--- src/rtl/pix_unpack_pkg.sv ---
package pix_unpack_pkg;
  localparam int BYTE_W = 8;

  typedef enum logic [1:0] {
    DEPTH_1 = 2'b00,
    DEPTH_2 = 2'b01,
    DEPTH_4 = 2'b10,
    DEPTH_8 = 2'b11
  } depth_e;

  // bits per pixel: 1 << code
  function automatic logic [3:0] bits_per_px(input depth_e d);
    return 4'd1 << d;
  endfunction

  // index of the final pixel slot within one byte
  function automatic logic [2:0] last_slot(input depth_e d);
    case (d)
      DEPTH_1: return 3'd7;
      DEPTH_2: return 3'd3;
      DEPTH_4: return 3'd1;
      default: return 3'd0;
    endcase
  endfunction

  // pick the index for a given slot; bit significance inside a group is fixed
  function automatic logic [BYTE_W-1:0] pick(input logic [BYTE_W-1:0] b,
                                             input depth_e d,
                                             input logic msb,
                                             input logic [2:0] slot);
    logic [2:0] grp;
    logic [2:0] shift;
    logic [BYTE_W-1:0] mask;
    grp   = msb ? (last_slot(d) - slot) : slot;
    shift = grp << d;
    mask  = 8'hFF >> (4'd8 - bits_per_px(d));
    return (b >> shift) & mask;
  endfunction
endpackage

--- src/rtl/pix_unpack_ctrl.sv ---
module pix_unpack_ctrl
  import pix_unpack_pkg::*;
(
  input  logic              clk,
  input  logic              rst,
  input  logic [BYTE_W-1:0] in_data,
  input  logic              in_valid,
  output logic              in_ready,
  input  logic [1:0]        depth_sel,
  input  logic              msb_first,
  input  logic              px_ready,
  output logic              px_valid,
  output logic [BYTE_W-1:0] byte_q,
  output depth_e            depth_q,
  output logic              msb_q,
  output logic [2:0]        slot_q,
  output logic              last_w,
  output logic              fire_w,
  output logic              take_w
);
  logic full_q;

  assign last_w   = (slot_q == last_slot(depth_q));
  assign fire_w   = full_q && px_ready;
  assign in_ready = !full_q || (fire_w && last_w);
  assign take_w   = in_valid && in_ready;
  assign px_valid = full_q;

  always_ff @(posedge clk) begin
    if (rst) begin
      full_q  <= 1'b0;
      slot_q  <= 3'd0;
      byte_q  <= '0;
      depth_q <= DEPTH_1;
      msb_q   <= 1'b0;
    end else if (take_w) begin
      full_q  <= 1'b1;
      slot_q  <= 3'd0;
      byte_q  <= in_data;
      depth_q <= depth_e'(depth_sel);
      msb_q   <= msb_first;
    end else if (fire_w) begin
      if (last_w) begin
        full_q <= 1'b0;
        slot_q <= 3'd0;
      end else begin
        slot_q <= slot_q + 3'd1;
      end
    end
  end
endmodule

--- src/rtl/pix_unpack_extract.sv ---
module pix_unpack_extract
  import pix_unpack_pkg::*;
#(
  parameter int IDX_W = 8
) (
  input  logic [BYTE_W-1:0] byte_q,
  input  depth_e            depth_q,
  input  logic              msb_q,
  input  logic [2:0]        slot_q,
  output logic [IDX_W-1:0]  px_idx
);
  localparam int PAD_W = (IDX_W > BYTE_W) ? IDX_W - BYTE_W : 1;

  logic [BYTE_W-1:0] idx8;
  assign idx8 = pick(byte_q, depth_q, msb_q, slot_q);

  generate
    if (IDX_W > BYTE_W) begin : g_wide
      assign px_idx = {{PAD_W{1'b0}}, idx8};
    end else begin : g_exact
      assign px_idx = idx8;
    end
  endgenerate
endmodule

--- src/rtl/pix_unpack.sv ---
module pix_unpack
  import pix_unpack_pkg::*;
#(
  parameter int IDX_W = 8
) (
  input  logic             clk,
  input  logic             rst,
  input  logic [7:0]       in_data,
  input  logic             in_valid,
  output logic             in_ready,
  input  logic [1:0]       depth_sel,
  input  logic             msb_first,
  output logic [IDX_W-1:0] px_idx,
  output logic             px_valid,
  input  logic             px_ready
);
  logic [BYTE_W-1:0] byte_q;
  depth_e            depth_q;
  logic              msb_q;
  logic [2:0]        slot_q;
  logic              last_w;
  logic              fire_w;
  logic              take_w;

  pix_unpack_ctrl u_ctrl (
    .clk       (clk),
    .rst       (rst),
    .in_data   (in_data),
    .in_valid  (in_valid),
    .in_ready  (in_ready),
    .depth_sel (depth_sel),
    .msb_first (msb_first),
    .px_ready  (px_ready),
    .px_valid  (px_valid),
    .byte_q    (byte_q),
    .depth_q   (depth_q),
    .msb_q     (msb_q),
    .slot_q    (slot_q),
    .last_w    (last_w),
    .fire_w    (fire_w),
    .take_w    (take_w)
  );

  pix_unpack_extract #(.IDX_W(IDX_W)) u_extract (
    .byte_q  (byte_q),
    .depth_q (depth_q),
    .msb_q   (msb_q),
    .slot_q  (slot_q),
    .px_idx  (px_idx)
  );
endmodule

--- config.mk ---
export PLATFORM = sky130hd
export DESIGN_NAME = pix_unpack
export DESIGN_NICKNAME = d
export VERILOG_FILES = /design/src/rtl/pix_unpack_pkg.sv /design/src/rtl/pix_unpack_ctrl.sv /design/src/rtl/pix_unpack_extract.sv /design/src/rtl/pix_unpack.sv
export SDC_FILE = /design/constraint.sdc
export NUM_CORES = 1
export LEC_CHECK = 0
export ABC_AREA = 1
export BUFFER_PORTS_ARGS = -buffer_cell sky130_fd_sc_hd__buf_4
export CAP_MARGIN = 30
export CORE_MARGIN = 10
export CORE_UTILIZATION = 50
export CTS_CLUSTER_SIZE = 28
export DETAILED_ROUTE_END_ITERATION = 7
export PLACE_DENSITY_LB_ADDON = 0.05
export SLEW_MARGIN = 25
export SYNTH_ARGS = -nofsm -noshare
export SYNTH_HDL_FRONTEND = slang
export SYNTH_SLANG_ARGS = --single-unit
--- constraint.sdc ---
create_clock -name clk -period 5.6 [get_ports clk]
set_clock_uncertainty 0.2 [all_clocks]
set_input_delay 0.56 -clock clk [delete_from_list [all_inputs] [get_ports clk]]
set_output_delay 0.56 -clock clk [all_outputs]
set_load 0.01 [all_outputs]
# After elaboration in Yosys (flattened, before gate mapping)
# Cells that the tools add are included.
[totals]
register_bits = 15
[op_classes]
reduce_logical = 10
n_eq_ne = 3
muxes = 6
n_addsub = 3
bitwise_logic = 1
shift = 4
[ops]
columns = ["operator", "count"]
rows = [
  ["one-hot mux 3 bit (3 select lines)", 1],
  ["bitwise AND 8 bit", 1],
  [">> shifter 8 x 3 -> 8 bit", 1],
  [">> shifter 8 x 4 -> 8 bit, first input constant", 1],
  ["two-way mux 3 bit", 2],
  ["nonzero test 2 bit", 2],
  ["<< shifter 1 x 2 -> 4 bit, first input constant", 1],
  ["subtractor 4 bit, first input constant", 1],
  ["adder 3 x 1 -> 3 bit, second input constant", 1],
  ["== test 3 bit", 1],
  ["logical AND 1 bit", 3],
  ["two-way mux 1 bit", 3],
  ["<< shifter 3 x 2 -> 3 bit", 1],
  ["subtractor 3 bit", 1],
  ["== test 2 x 1 -> 1 bit, second input constant", 1],
  ["== test 2 bit, second input constant", 1],
  ["zero test 2 bit", 1],
  ["AND reduction 2 bit", 1],
  ["OR reduction 2 bit", 1],
  ["zero test 1 bit", 1],
  ["logical OR 1 bit", 1],
]

# Longest topological paths before layout
[depth]
depth_word = 8
depth_mapped = 14

# Cells and area by module
# From an unflattened synthesis, not the netlist that was laid out.
[hier_totals]
hier_cells = 208
area_unflattened_um2 = 1253.7
[by_module_without_submodules]
columns = ["module", "cells_each", "area_each_um2", "instances"]
rows = [
  ["pix_unpack_ctrl", 110, 749.5, 1],
  ["pix_unpack_extract", 98, 504.2, 1],
]

# Worst setup path before layout
# Ideal clock, no wire load.
[synth_timing]
path_type = "register to output"
from = "register u_ctrl.depth_q[1]"
to = "output port px_idx[3]"
n_path_buf = 0
path_stages_with_launch = 14
t_arrival_ns = 2.000
path_slack_ns = 2.840
path_cell_list = "dfxtp_1 > nand2_1 > inv_1 > ha_1 > inv_1 > fa_1 > inv_1 > nand2_1 > nand3_1 > nand2_2 > nand3_1 > nand3_1 > nand2_1 > nor2_1"
[synth_between]
elab_chain_len = 7
word_cells_on_any_way = 12
classes_between = "add/sub (2); eq/ne (2); shift (4); mux (2); bitwise (1); reduce/logical (1)"
[synth_rtl]
columns = ["element", "line_no", "rtl"]
rows = [
  ["start, declared", "pix_unpack_ctrl.sv:14", "output depth_e depth_q,"],
  ["start signal, assigned", "pix_unpack_ctrl.sv:40", "depth_q <= depth_e'(depth_sel);"],
  ["== test 2 bit, or another cell as far along", "pix_unpack_pkg.sv:18", "case (d)"],
  ["one-hot mux 3 bit (3 select lines)", "pix_unpack_pkg.sv:18", ""],
  ["subtractor 3 bit", "pix_unpack_pkg.sv:34", "grp = msb ? (last_slot(d) - slot) : slot;"],
  ["two-way mux 3 bit", "pix_unpack_pkg.sv:34", ""],
  ["<< shifter 3 x 2 -> 3 bit", "pix_unpack_pkg.sv:35", "shift = grp << d;"],
  [">> shifter 8 x 3 -> 8 bit", "pix_unpack_pkg.sv:37", "return (b >> shift) & mask;"],
  ["bitwise AND 8 bit *", "pix_unpack_pkg.sv:37", ""],
  ["end, declared", "pix_unpack.sv:13", "output logic [IDX_W-1:0] px_idx,"],
]
# Every way passes the cells marked *; elsewhere a longest branch is shown, timed or not.

# Worst setup path in the final report
[layout_timing]
from = "register u_ctrl.depth_q[1]"
to = "output port px_idx[1]"
# The elaborated chain is that of the path after synthesis.

==> qor.txt <==
Worst Setup EP -> px_idx[1]
Top post-synthesis cells by area -> dfxtp_1 25%, nand2_1 20%, inv_1 10%
Vias -> 1232
Placed Instances -> 252
Worst VDD drop -> 0.000182 V
Ant. Diodes -> 0
Sequential share of power -> 0.441
Post-synthesis mux area share -> 0
First-pass GRT wire length -> 4760 microns
Synth unique cells -> 23
# rows -> 17
Int Pwr -> 181 uW
Net Switching -> 99.3 uW
Asr flop ratio synth -> 0
Slew Limit Fails -> 0
Avg Cell Area, Syn -> 5.93 sq um
Compound-gate portion of the synthesized area -> 0.0890
Seq/Total Area, Yosys -> 0.246
H-tree Lvls -> 1
DR WL/cell -> 10.9 microns
Post-Synth Simple-Gate Area -> 0.462
Crit. End Element -> output port
Initial DRC count -> 126
Clk_lat worst skew -> 0.27 ns
Largest net degree at the start of global routing -> 26
Setup Buffers After CTS -> 0
Final TNS setup -> 0 ns
Drt pass-1 iters -> 4
Hpwl dp -> 2270 microns
Final Hold Fails -> 0
Die X -> 69.4 microns
Total wire length -> 2790 microns
CP Launch Point -> u_ctrl.depth_q[1]$_SDFFE_PP0P_
DRC -> 0
Leakage power -> 0.775 nW
CTS Root Cell -> clkbuf_4
Crit start category -> flop
Final period util -> 0.609
Post-Layout Cell Count -> 256
CP arrival -> 2.65 ns
Comb pwr share -> 0.347
Switching portion of total power -> 0.355
FF-to-FF path depth -> 10
Final ANT Viol Nets -> 0
Worst slew margin -> 0.746
Initial antenna violation count -> 0
Clk sinks -> 15
Max Freq -> 293 MHz
CTS tree -> done
Vias per inst -> 4.81
Worst-Margin Slew -> 0.380 ns
Critical path class -> flop to output port
Placed instance area -> 1390 sq um
Synth top area share -> 0.246
Worst hold slack -> 0.238 ns
Mapped Cells -> 206
Status -> completed
Starting Density -> 0.537
Data required time of the critical path -> 4.84 ns
Commonest cells post-synth -> 64 x nand2_1, 33 x inv_1, 26 x nor2_1
DIE AREA -> 4820 sq um
Clock Power Share -> 0.212
Leading area contributor after synthesis -> dfxtp_1
Fin crit period -> 3.41 ns
Max-Cap Viols -> 0
Pwr/cell area -> 198 nW/um^2
Ys flop type -> dfxtp_1
Die Ht -> 69.4 microns
Netlist Area Pre-Place -> 1220 sq um
RSZ-0062 raised after global routing -> false
Min-delay src -> rst
Number of global-route vias before repair -> 1158
Layout Nets -> 248
Area Growth Syn to Fin -> 15.6%
Io pins -> 25
Cell area after layout -> 1410 sq um
XOR/XNOR Fraction of Synth Area -> 0.00716
Fraction of layout cells with a size suffix above 1 -> 0.180
R2R Path Start -> u_ctrl.depth_q[1]$_SDFFE_PP0P_
Buffers on Ports -> 24
Post-CTS Hold Buffers -> 0
Largest family of logic cells by synthesized area -> simple AND/OR/NAND/NOR gates
Synthesized flop and latch total -> 15
Synth warn -> 0
Final setup vio count -> 0
Reg2Reg Capture Point -> u_ctrl.slot_q[1]$_SDFFE_PP0P_
Core area -> 2280 sq um
Syn nets -> 225
GP Congestion -> 0.867
Number of enable flip-flop cells after synthesis -> 0
Grt total ovfl -> 0
CTS clock-pin slew for the worst setup and hold paths -> 0.08 ns
CTS Buffer Depth -> 2
R2r setup slk -> 3.51 ns
Leading cell type by number of instances after synthesis -> nand2_1
CP max FO -> 10
Post-Synth Adder-Cell Area -> 0.0471
CTS Buf Count -> 3
Worst Hold Class -> primary input to flop
# resized after CTS -> 0
All-Layer GR Usage -> 0.111
==> cell usage in the layout, fill, tap and decap left out, drive strengths merged <==
cell	netlist	final
o21ai	2	2
inv	35	35
dfxtp	15	15
nor2	27	27
a21oi	16	16
nand2	70	70
xor2	1	1
fa	1	1
nand3	25	25
clkbuf	0	4
ha	3	3
o211ai	1	1
nand4	4	4
buf	6	24
==> kinds of logic (layout without fill, tap and decap cells) <==
kind of cell             count (synthesis)  in the layout
AO/OA/AOI/OAI                           19             19
XOR/XNOR                                 1              1
adder cells (fa/ha/maj)                  4              4
buffers and inverters                   41             63
flip-flops                              15             15
AND/OR/NAND/NOR                        126            126
==> per-stage QoR <==
stage	util	setup slack, ns	total power [mW]
finish	0.621	2.19	0.280
global route	0.621	1.91	0.302
global placement	0.609	2.62	0.220
floorplan	-	2.84	0.198
CTS	0.621	2.22	0.283
detailed placement	0.609	2.53	0.223
==> cell type report <==
| type | count | area [sq um] |
|---|---|---|
| repair buffers | 24 | 180 |
| well taps | 28 | 35.0 |
| multi-input cells | 150 | 739 |
| clock buffers | 4 | 26.3 |
| flip-flops and latches | 15 | 300 |
| fillers | 227 | 863 |
| inverters | 35 | 131 |
==> critical path: stages, from the launching register on <==
cell,delay (ns)
dfxtp_1,0.52
nand2_1,0.18
inv_1,0.11
ha_1,0.15
inv_1,0.05
fa_1,0.50
inv_1,0.04
nand2_1,0.06
nand3_1,0.09
nand2_2,0.18
inv_2,0.08
nand2_1,0.09
nand3_1,0.08
nand2_1,0.06
nor2_1,0.04
buf_4,0.14
==> sequential cells by signal, summed over array words and instances (netlist names) <==
name,cells
u_ctrl.slot_q,3
u_ctrl.byte_q,8
u_ctrl.msb_q,1
u_ctrl.px_valid,1
u_ctrl.depth_q,2
==> power by group through the flow <==
stage	Clock, mW	Sequential, mW	Combinational (mW)
final	0.0594	0.123	0.0972
after global routing	0.0656	0.125	0.112
after CTS	0.0620	0.123	0.0974
after detailed placement	0	0.126	0.0972
after global placement	0	0.125	0.0950
after floorplan	0	0.124	0.0740
==> layer usage <==
metal | part of all wire | track usage | wire (microns) | vias to the layer above
li1 | - | - | - | 679
met1 | 0.50 | 0.148 | 1400 | 513
met2 | 0.43 | 0.166 | 1200 | 36
met3 | 0.056 | 0.0228 | 156 | 4
met4 | 0.013 | 0.0510 | 37 | 0
met5 | 0 | 0 | 0 | -
==> worst min-delay path by stage <==
stage / cells past startpoint / to / slack (ns)
after floorplan: 2 / u_ctrl.byte_q[0]$_SDFFE_PP0P_ / 0.25
after global placement: 2 / u_ctrl.byte_q[7]$_SDFFE_PP0P_ / 0.29
after detailed placement: 2 / u_ctrl.slot_q[0]$_SDFFE_PP0P_ / 0.29
after CTS: 2 / u_ctrl.px_valid$_SDFFE_PP0P_ / 0.23
after global routing: 2 / u_ctrl.px_valid$_SDFFE_PP0P_ / 0.23
final: 2 / u_ctrl.px_valid$_SDFFE_PP0P_ / 0.24
Note: power is estimated with default switching activity, not from simulation.
